===== src/rtl/twi_eeprom_slave.sv =====
module twi_eeprom_slave #(
  parameter int AW       = 12,
  parameter int HOLD_CYC = 60
) (
  input  logic          clk,
  input  logic          rst_n,
  input  logic          scl_i,
  input  logic          sda_i,
  input  logic [2:0]    dev_sel_i,
  input  logic          prog_busy_i,
  output logic          sda_oe_o,
  output logic          wr_en_o,
  output logic [AW-1:0] wr_addr_o,
  output logic [7:0]    wr_data_o,
  output logic [AW-1:0] rd_addr_o,
  input  logic [7:0]    rd_data_i
);
  localparam int HW = $clog2(HOLD_CYC + 1);

  typedef enum logic [2:0] {S_IDLE, S_CTRL, S_AHI, S_ALO, S_WR, S_RD} st_t;

  st_t           st;
  logic          scl_q, sda_q;
  logic [3:0]    cnt;
  logic          ackph, ack_q, mnack;
  logic [7:0]    sr, tx;
  logic [AW-1:0] addr;
  logic [HW-1:0] hold;

  wire scl_rise = scl_i & ~scl_q;
  wire scl_fall = ~scl_i & scl_q;
  wire start_c  = scl_i & scl_q & sda_q & ~sda_i;
  wire stop_c   = scl_i & scl_q & ~sda_q & sda_i;
  wire match    = (sr[7:4] == 4'b1010) && (sr[3:1] == dev_sel_i);
  wire take     = !prog_busy_i && (st != S_CTRL || match);
  wire want     = ackph ? ack_q : (st == S_RD && !tx[7]);

  assign rd_addr_o = addr;

  always_ff @(posedge clk) begin
    if (!rst_n) begin
      st <= S_IDLE;  scl_q <= 1'b1;  sda_q <= 1'b1;
      cnt <= '0;  ackph <= 1'b0;  ack_q <= 1'b0;  mnack <= 1'b1;
      sr <= '0;  tx <= '1;  addr <= '0;  hold <= '0;
      sda_oe_o <= 1'b0;  wr_en_o <= 1'b0;  wr_addr_o <= '0;  wr_data_o <= '0;
    end else begin
      scl_q   <= scl_i;
      sda_q   <= sda_i;
      wr_en_o <= 1'b0;
      if (scl_fall) hold <= HOLD_CYC[HW-1:0];
      else if (hold != '0) hold <= hold - 1'b1;
      if (hold == '0) sda_oe_o <= want;

      if (start_c) begin
        st <= S_CTRL;  cnt <= '0;  ackph <= 1'b0;  ack_q <= 1'b0;
      end else if (stop_c) begin
        st <= S_IDLE;  cnt <= '0;  ackph <= 1'b0;  ack_q <= 1'b0;
      end else if (st != S_IDLE) begin
        if (scl_rise) begin
          if (ackph) mnack <= sda_i;
          else if (cnt < 4'd8) begin
            cnt <= cnt + 1'b1;
            if (st != S_RD) sr <= {sr[6:0], sda_i};
          end
        end else if (scl_fall) begin
          if (ackph) begin
            ackph <= 1'b0;  ack_q <= 1'b0;  cnt <= '0;
            if (st == S_RD) begin
              if (mnack) st <= S_IDLE;
              else begin tx <= rd_data_i; addr <= addr + 1'b1; end
            end else if (!ack_q) st <= S_IDLE;
            else begin
              case (st)
                S_CTRL: if (sr[0]) begin
                          st <= S_RD;  tx <= rd_data_i;  addr <= addr + 1'b1;
                        end else st <= S_AHI;
                S_AHI:  st <= S_ALO;
                S_ALO:  st <= S_WR;
                default: ;
              endcase
            end
          end else if (cnt == 4'd8) begin
            ackph <= 1'b1;
            if (st != S_RD) ack_q <= take;
            if (take) begin
              case (st)
                S_AHI: addr[AW-1:8] <= sr[AW-9:0];
                S_ALO: addr[7:0]    <= sr;
                S_WR: begin
                  wr_en_o <= 1'b1;  wr_addr_o <= addr;  wr_data_o <= sr;
                  addr <= addr + 1'b1;
                end
                default: ;
              endcase
            end
          end else if (st == S_RD && cnt != 4'd0) tx <= {tx[6:0], 1'b1};
        end
      end
    end
  end
endmodule



===== config.mk =====
export PLATFORM = sky130hd
export DESIGN_NAME = twi_eeprom_slave
export DESIGN_NICKNAME = d
export VERILOG_FILES = /design/src/rtl/twi_eeprom_slave.sv
export SDC_FILE = /design/constraint.sdc
export NUM_CORES = 1
export LEC_CHECK = 0
export BUFFER_PORTS_ARGS = -buffer_cell sky130_fd_sc_hd__buf_2
export CORE_MARGIN = 1
export CORE_UTILIZATION = 48
export DETAILED_ROUTE_END_ITERATION = 8
export GPL_TIMING_DRIVEN = 1
export HOLD_SLACK_MARGIN = 0.12
export MAX_ROUTING_LAYER = met4
export PLACE_DENSITY = 0.69
export REMOVE_ABC_BUFFERS = 1
export SLEW_MARGIN = 40
export SYNTH_ARGS = -nofsm -noshare
export SYNTH_HDL_FRONTEND = slang
export SYNTH_SLANG_ARGS = --single-unit

===== constraint.sdc =====
create_clock -name clk -period 2.8 [get_ports clk]
set_clock_uncertainty 0.15 [all_clocks]
set_input_delay 0.28 -clock clk [delete_from_list [all_inputs] [get_ports clk]]
set_output_delay 0.28 -clock clk [all_outputs]
set_load 0.03 [all_outputs]

Word level (Yosys, flattened, before mapping)
Cells that the tools add are included.
{"block": "totals", "mem_bits_ro": 0, "latch_bits": 0, "regBits": 68, "inputBits": 16, "mem_bits_rw": 0, "n_memories": 0}
{"block": "classes", "n_div": 0, "n_shift": 0, "reduce_logical": 37, "n_bitwise": 20, "n_mux": 43, "eq_ne": 22, "multipliers": 0, "add_sub_neg": 3, "magnitude_cmp": 1}
{"cell": "$mux 12", "n": 8}
{"cell": "$mux 8", "n": 8}
{"cell": "$reduce_and 12->1", "n": 2}
{"cell": "$mux 4", "n": 5}
{"cell": "$reduce_bool 3->1", "n": 6}
{"cell": "$pmux 8 s2", "n": 1}
{"cell": "$ne 3x1->1 const B", "n": 5}
{"cell": "$reduce_and 5->1", "n": 3}
{"cell": "$reduce_bool 2->1", "n": 7}
{"cell": "$mux 1", "n": 13}
{"cell": "$not 1->1", "n": 13}
{"cell": "$add 12x1->12 const B", "n": 1}
{"cell": "$mux 3", "n": 4}
{"cell": "$mux 6", "n": 2}
{"cell": "$reduce_and 6->1", "n": 2}
{"cell": "$reduce_and 11->1", "n": 1}
{"cell": "$pmux 3 s3", "n": 1}
{"cell": "$reduce_and 9->1", "n": 1}
{"cell": "$reduce_or 9->1", "n": 1}
{"cell": "$eq 4x4->1 const B", "n": 2}
{"cell": "$pmux 4 s2", "n": 1}
{"cell": "$and 1x1->1", "n": 7}
{"cell": "$ne 7x1->1 const B", "n": 1}
{"cell": "$reduce_and 7->1", "n": 1}
{"cell": "other kinds (21)", "n": 30}

Depth between registers and ports, before layout
Gate-level depths: netlist of run 1.
{"block": "depth", "word_depth": 10, "ltp_mapped": 9, "depth_no_buf": 8}

Worst setup path before layout of run 1
Ideal clock, no wire load.
{"block": "synth_path", "path_type": "flip-flop to flip-flop", "startpoint": "register st[2]", "endpoint": "register addr[5] (netlist: rd_addr_o[5])", "t_required_ps": 2534, "slack_ps": 834, "arrival_time_ps": 1700, "path_buffers": 1, "setup_ps": 116, "path_stages_with_launch": 7, "path_cell_list": "dfxtp_1 -> or3b_4 -> a2111oi_4 -> o211a_4 -> buf_6 -> a21oi_1 -> a31o_2"}
{"block": "synth_between", "elab_chain_len": 5, "elab_cells_between_ends": 20, "cone_classes": "eq/ne: 9; mux: 5; reduce/logical: 6"}
{"item": "from (decl)", "line": "22", "rtl": "st_t st;"}
{"item": "from (signal assigned)", "line": "42", "rtl": "st <= S_IDLE; scl_q <= 1'b1; sda_q <= 1'b1;"}
{"item": "from (signal assigned)", "line": "55", "rtl": "st <= S_CTRL; cnt <= '0; ackph <= 1'b0; ack_q <= 1'b0;"}
{"item": "from (signal assigned)", "line": "57", "rtl": "st <= S_IDLE; cnt <= '0; ackph <= 1'b0; ack_q <= 1'b0;"}
{"item": "$eq 3x3->1 (tied with other cells)", "line": "86", "rtl": "case (st)"}
{"item": "$pmux 8 s2 or $logic_or 1x1->1 (tied branches)", "line": "86, 35"}
{"item": "$mux 12 or $logic_and 1x1->1 (tied branches)", "line": "85, 35"}
{"item": "$mux 12 or $reduce_bool 2->1 (tied branches)"}
{"item": "$mux 12 or $reduce_and 12->1 (tied branches)"}
{"item": "to (signal assigned)", "line": "70", "rtl": "else begin tx <= rd_data_i; addr <= addr + 1'b1; end"}
{"item": "to (signal, indexed assignment)", "line": "87", "rtl": "S_AHI: addr[AW-1:8] <= sr[AW-9:0];"}
{"item": "to (signal assigned)", "line": "88", "rtl": "S_ALO: addr[7:0] <= sr;"}
{"item": "to (decl)", "line": "27", "rtl": "logic [AW-1:0] addr;"}
Parallel ways exist; a longest one is shown, timed or not. The select of a mux whose other input is x is not followed.
A chain may end at the register's enable or synchronous reset.

Worst setup path after layout of run 1
{"block": "layout_path", "startpoint": "input port scl_i", "endpoint": "register wr_data_o[4]"}
{"block": "layout_between", "elab_chain_len": 5, "elab_cells_between_ends": 12, "cone_classes": "bitwise: 11; reduce/logical: 1"}
{"item": "from (decl)", "line": "7", "rtl": "input logic scl_i,"}
{"item": "$and 1x1->1", "line": "32, 33"}
{"item": "$and 1x1->1 (on tied branches) (2 in series)", "line": "33, 32"}
{"item": "$not 1->1 (no source line)"}
{"item": "$reduce_and 9->1 (no source line) *"}
{"item": "to (signal assigned)", "line": "45", "rtl": "sda_oe_o <= 1'b0; wr_en_o <= 1'b0; wr_addr_o <= '0; wr_data_o <= '0;"}
{"item": "to (signal assigned)", "line": "90", "rtl": "wr_en_o <= 1'b1; wr_addr_o <= addr; wr_data_o <= sr;"}
{"item": "to (decl)", "line": "14", "rtl": "output logic [7:0] wr_data_o,"}
Every way passes the cells marked *; elsewhere a longest branch is shown, timed or not.

==> results of run 1 <==
## state kept, by name (all words and copies together), names as in the netlist, 3 cells and up
signal and cells:
sr 8, hold 6, rd_addr_o 12, wr_data_o 8, cnt 4, tx 8
wr_addr_o 12, st 3
## synth_stat cells, drive strengths merged (3+ instances only)
| cell | n |
|---|---|
| nand3 | 8 |
| mux2i | 19 |
| o31ai | 6 |
| and4 | 3 |
| nand3b | 6 |
| buf | 8 |
| xnor2 | 4 |
| a31o | 5 |
| nor2b | 4 |
| nand4 | 7 |
| dfxtp | 68 |
| nor2 | 26 |
| inv | 10 |
| nor3 | 6 |
| clkbuf | 15 |
| and3 | 5 |
| o21ai | 10 |
| ha | 8 |
| nand4b | 3 |
| or3 | 3 |
| o211ai | 12 |
| a21oi | 44 |
| a31oi | 3 |
| nand2 | 80 |
| nand2b | 10 |
## final cells by class
type	count	share of cell area [%]
Inverter	10	0.920
Multi-Input combinational cell	310	46.7
Clock buffer	10	3.13
Clock inverter	6	2.76
Timing Repair Buffer	68	10.1
Tap cell	96	2.94
Sequential cell	68	33.4
## where the power goes
part	leakage [nW]	internal, W	switching, W
Sequential	0.550	0.000985	0.0000165
Combinational	0.938	0.0000628	0.0000857
Clock	0.120	0.000593	0.000383
## per-stage QoR
| step | std cells | hold WS, ps | power (W) | cell area [sq um] | utilization (%) |
|---|---|---|---|---|---|
| after floorplan | 388 | 192 | 0.00111 | 3310 | - |
| after global placement | 542 | 284 | 0.00116 | 3740 | 54.7 |
| after detailed placement | 542 | 293 | 0.00116 | 3740 | 54.7 |
| after CTS | 568 | 192 | 0.00215 | 4080 | 59.7 |
| after global routing | 568 | 223 | 0.00222 | 4080 | 59.7 |
| final | 568 | 205 | 0.00213 | 4080 | 59.7 |
## final timing paths
path	startpoint	endpoint
min	rst_n	tx[0]
max reg2reg	st[1]	sr[0]
max	scl_i	wr_data_o[4]
min reg2reg	wr_addr_o[10]	wr_addr_o[10]
## routing by layer
layer / track usage (%) / up-vias / wire, um
met5: - / - / 0
met4: 7.58 / 0 / 101
met1: 31.3 / 1468 / 3890
li1: - / 1581 / -
met2: 35.6 / 82 / 3740
met3: 5.62 / 8 / 389
## cells by family after synthesis
group,Yosys count,share of synthesized area (%)
fa+ha+maj,8,2.94
simple gates,174,25.4
mux,20,5.91
flops,68,39.9
xor+xnor,6,1.54
buf+inv,33,4.11
compound gates,102,20.2
==> impl_metrics.yaml, run 1 <==
final_layout:
  final_net_count: 491
  final_cell_mix: "nand2_1 (80), dfxtp_1 (68), buf_2 (49)"
  n_fill_cell: 639
  final_common_cell: "nand2_1"
  register_area_sq_um: 1360
  layout-drive-gt1-share_pct: 18.4
  areaGrowthSynthToFinish_pct: 19.7
  n_antenna_cell: 0
  multi_input_area_sq_um: 1910
logic_synthesis:
  yosys_warnings: 0
  synth_edf_count: 0
  async_flop_share_pct: 0
  synth_ff_type: "dfxtp_1"
  synth_area_per_cell_sq_um: 8.29
  ys_seq_area_share_pct: 39.9
  synth_area_leader_cell: "dfxtp_1"
  yosysTopAreaCellShare_pct: 39.9
  synth_area_leaders: "dfxtp_1 (40%), nand2_1 (8.8%), a21oi_1 (6.5%)"
  postSynthCellCount: 411
  synth.distinct_cells: 55
  syn-cell-area_sq_um: 3410
  ys_seq_elements: 68
detailed_routing:
  drtIter0Drc: 178
  ant_nets: 0
  vias_per_cell: 5.53
  finalWirelength_mm: 8.12
  firstDrtPassIters: 5
  routedWlPerCell_um: 14.3
  drc_errors: 0
  dr_total_vias: 3139
setup_path:
  crit_arrival_ps: 2380
  crit_top_cell: "nand2_1"
  critical_path_required_ps: 2870
  critPathBufInv: 2
  path_max_fanout: 20
  crit_chain: "dlygate4sd3_1, buf_2, nand2_1, ha_1, nor4b_1, nand2_1, nand2_1, a21oi_1"
  start_kind: "input port"
  reg2regPathDepth: 5
  critPathSlowestCell: "dlygate4sd3_1"
  crit_type: "input port to flop"
  endpoint_kind: "flop"
  critical_path.max_stage_delay_ps: 530
  rrSetupSlack_ps: 580
  path_depth: 8
  critPathTopFamily: "simple AND/OR/NAND/NOR gates"
place:
  io_buffers: 49
  post-place-ws_ps: 577
  dpl.hpwl_mm: 5.54
  gp_congestion: 0.960
min_path:
  hold_depth: 2
  hp-class: "input port to flop"
floorplanning:
  dieArea_sq_um: 7440
  rows: 30
  core_area_sq_um: 6830
  dieWidth_um: 86.3
  ios: 50
  die_h_um: 86.3
  start_util_pct: 49.9
clock_tree:
  clock-sinks: 68
  cts_tree: "done"
  cts_setup_buffers: 0
  cts_root_buffer: "clkbuf_8"
  ctsHoldBuffers: 10
  numCtsBuffers: 9
  clock_path_buffers: 2
  insertion_delay_ps: 350
  cts_resized: 0
  cts.htree.levels: 3
  path_clk_slew_ps: 70
timing:
  fin_crit_ps: 2310
  slew_headroom_pct: 54.5
  finalHoldViolCount: 0
  max_clock_freq_mhz: 433
  finalWorstSetupSlack_ps: 489
  timing.setup.tns_ps: 0
  min_period_over_period_pct: 82.5
  worst_pin_slew_ps: 681
  drv_slew: 0
  finalSetupViolCount: 0
  rsz0062_at_grt: "false"
grt:
  track_usage_pct: 23.6
  grt_pass1_wl_mm: 13.3
  grt_max_degree: 40
  overflow: 0
  grt_pass1_vias: 2692
  antenna_found_initial: 0
outcome:
  outcome: "finished, final reports clean"
run:
  cap_violations: 0
power:
  power_density_nw_per_um2: 521
  vdd_drop_max_mv: 0.346
  power_leakage_nw: 1.61
Note: power is estimated with default switching activity, not from simulation.
==> inputs of run 2 (changes only) <==
Clock period 2.8 ns to 2.3 ns, I/O delays scaled along.
==> run 2 against run 1 <==
Effect of this change: setup slack got worse by 350 ps; count of clock-buffer cells in the layout fell by 1; register-to-register slack got worse by 440 ps; critical path type is now flop to flop.
==> impl_metrics.yaml, run 2 (synthesized netlist as in run 1, its figures left out) <==
floorplanning:
  ios: 50
  core_area_sq_um: 6830
  rows: 30
  start_util_pct: 49.9
  dieWidth_um: 86.3
  dieArea_sq_um: 7440
  die_h_um: 86.3
final_layout:
  fin_util_pct: 60.4
  final_net_count: 501
  layout-drive-gt1-share_pct: 20.5
  final_cell_mix: "nand2_1 (80), dfxtp_1 (68), buf_2 (49)"
  n_antenna_cell: 0
  areaGrowthSynthToFinish_pct: 21.1
  final_cells: 578
  post-route-cell-area_sq_um: 4130
  final_common_cell: "nand2_1"
timing:
  max_clock_freq_mhz: 463
  worst_pin_slew_ps: 682
  min_period_over_period_pct: 93.8
  finalSetupViolCount: 0
  holdWs_ps: 160
  rsz0062_at_grt: "false"
  timing.setup.tns_ps: 0
  fin_crit_ps: 2160
  drv_slew: 0
  slew_headroom_pct: 54.5
  finalHoldViolCount: 0
outcome:
  outcome: "finished, final reports clean"
detailed_routing:
  firstDrtPassIters: 4
  dr_total_vias: 3181
  drc_errors: 0
  drtIter0Drc: 163
  vias_per_cell: 5.50
  finalWirelength_mm: 8.44
  routedWlPerCell_um: 14.6
  ant_nets: 0
setup_path:
  crit_chain: "or3b_4, a2111oi_4, o211a_4, o21ai_0, a31o_2"
  critical_path.max_stage_delay_ps: 470
  critPathSlowestCell: "or3b_4"
  crit_type: "flop to flop"
  path_max_fanout: 16
  endpoint_kind: "flop"
  critical_path_required_ps: 2400
  critPathTopFamily: "compound AO/OA/AOI/OAI gates"
  critPathBufInv: 0
  start_kind: "flop"
  crit_arrival_ps: 2260
clock_tree:
  cts_tree: "done"
  path_clk_slew_ps: 80
  cts.htree.levels: 3
  clock_path_buffers: 2
  clock-sinks: 68
  cts_root_buffer: "clkbuf_8"
  insertion_delay_ps: 350
  numCtsBuffers: 9
  cts_resized: 0
place:
  io_buffers: 49
  dpl.hpwl_mm: 5.88
  dpl_cell_area_sq_um: 3830
  gp_congestion: 0.889
  place_inst: 552
grt:
  grt_max_degree: 33
  grt_pass1_wl_mm: 13.9
  track_usage_pct: 24.6
  grt_pass1_vias: 2924
  overflow: 0
  antenna_found_initial: 0
min_path:
  hp-class: "input port to flop"
power:
  power_density_nw_per_um2: 580
  vdd_drop_max_mv: 0.353
  power_leakage_nw: 1.64
run:
  cap_violations: 0
## run 2: cell types whose count changed in the layout (fill, tap and decap cells not counted), sizes merged
cell      previous run  this run
inv                 10        11
bufinv               3         1
clkbuf              10         9
clkinvlp             0         3
buf                 58        68
clkinv               3         2
## run 2: final cells by class
type,count,area [sq um]
timing repair buffer,78,500
fill,649,2700
inverter,10,37.5
sequential,68,1360
clock buffer,9,124
multi-input combinational,310,1910
clock inverter,7,75.1
tap,96,120
## run 2: worst register-to-register path: cells and delay by family (launching register included)
family | cells | cell delay [ps]
AOI/OAI and AO/OA | 4 | 1030
DFF | 1 | 430
and+or+nand+nor | 1 | 470
## run 2: path summary, 6_finish.rpt
| path | startpoint | end | slack (ps) | depth (start not counted) |
|---|---|---|---|---|
| hold reg to reg | wr_addr_o[5] | wr_addr_o[5] | 300 | 2 |
| hold / removal | prog_busy_i | wr_en_o | 160 | 3 |
| setup / recovery | st[1] | rd_addr_o[4] | 140 | 5 |
| setup reg to reg | st[1] | rd_addr_o[4] | 140 | 5 |
## run 2: layer usage
metal	track usage, %	routed length, um
met1	30.5	3950
met5	-	0
met4	7.27	65
met2	39.8	4010
met3	6.00	423
## run 2: what timing repair did
action                                 in CTS  in global routing
hold buffers                               10                  0
buffers inserted                            0                  0
endpoints found under the hold margin      12                  0
## run 2: per-stage QoR
step	power, W	setup WS (ps)
finish	0.00239	142
global route	0.00251	7.66
CTS	0.00242	162
detailed placement	0.00141	151
global placement	0.00141	155
floorplan	0.00135	74.2
## run 2: where the power goes
| group | internal, W | total, W | leakage (nW) | switching, W |
|---|---|---|---|---|
| registers | 0.00120 | 0.00122 | 0.550 | 0.0000197 |
| clock network | 0.000503 | 0.000994 | 0.0918 | 0.000491 |
| logic | 0.0000774 | 0.000181 | 0.994 | 0.000104 |
| total | 0.00178 | 0.00239 | 1.64 | 0.000614 |
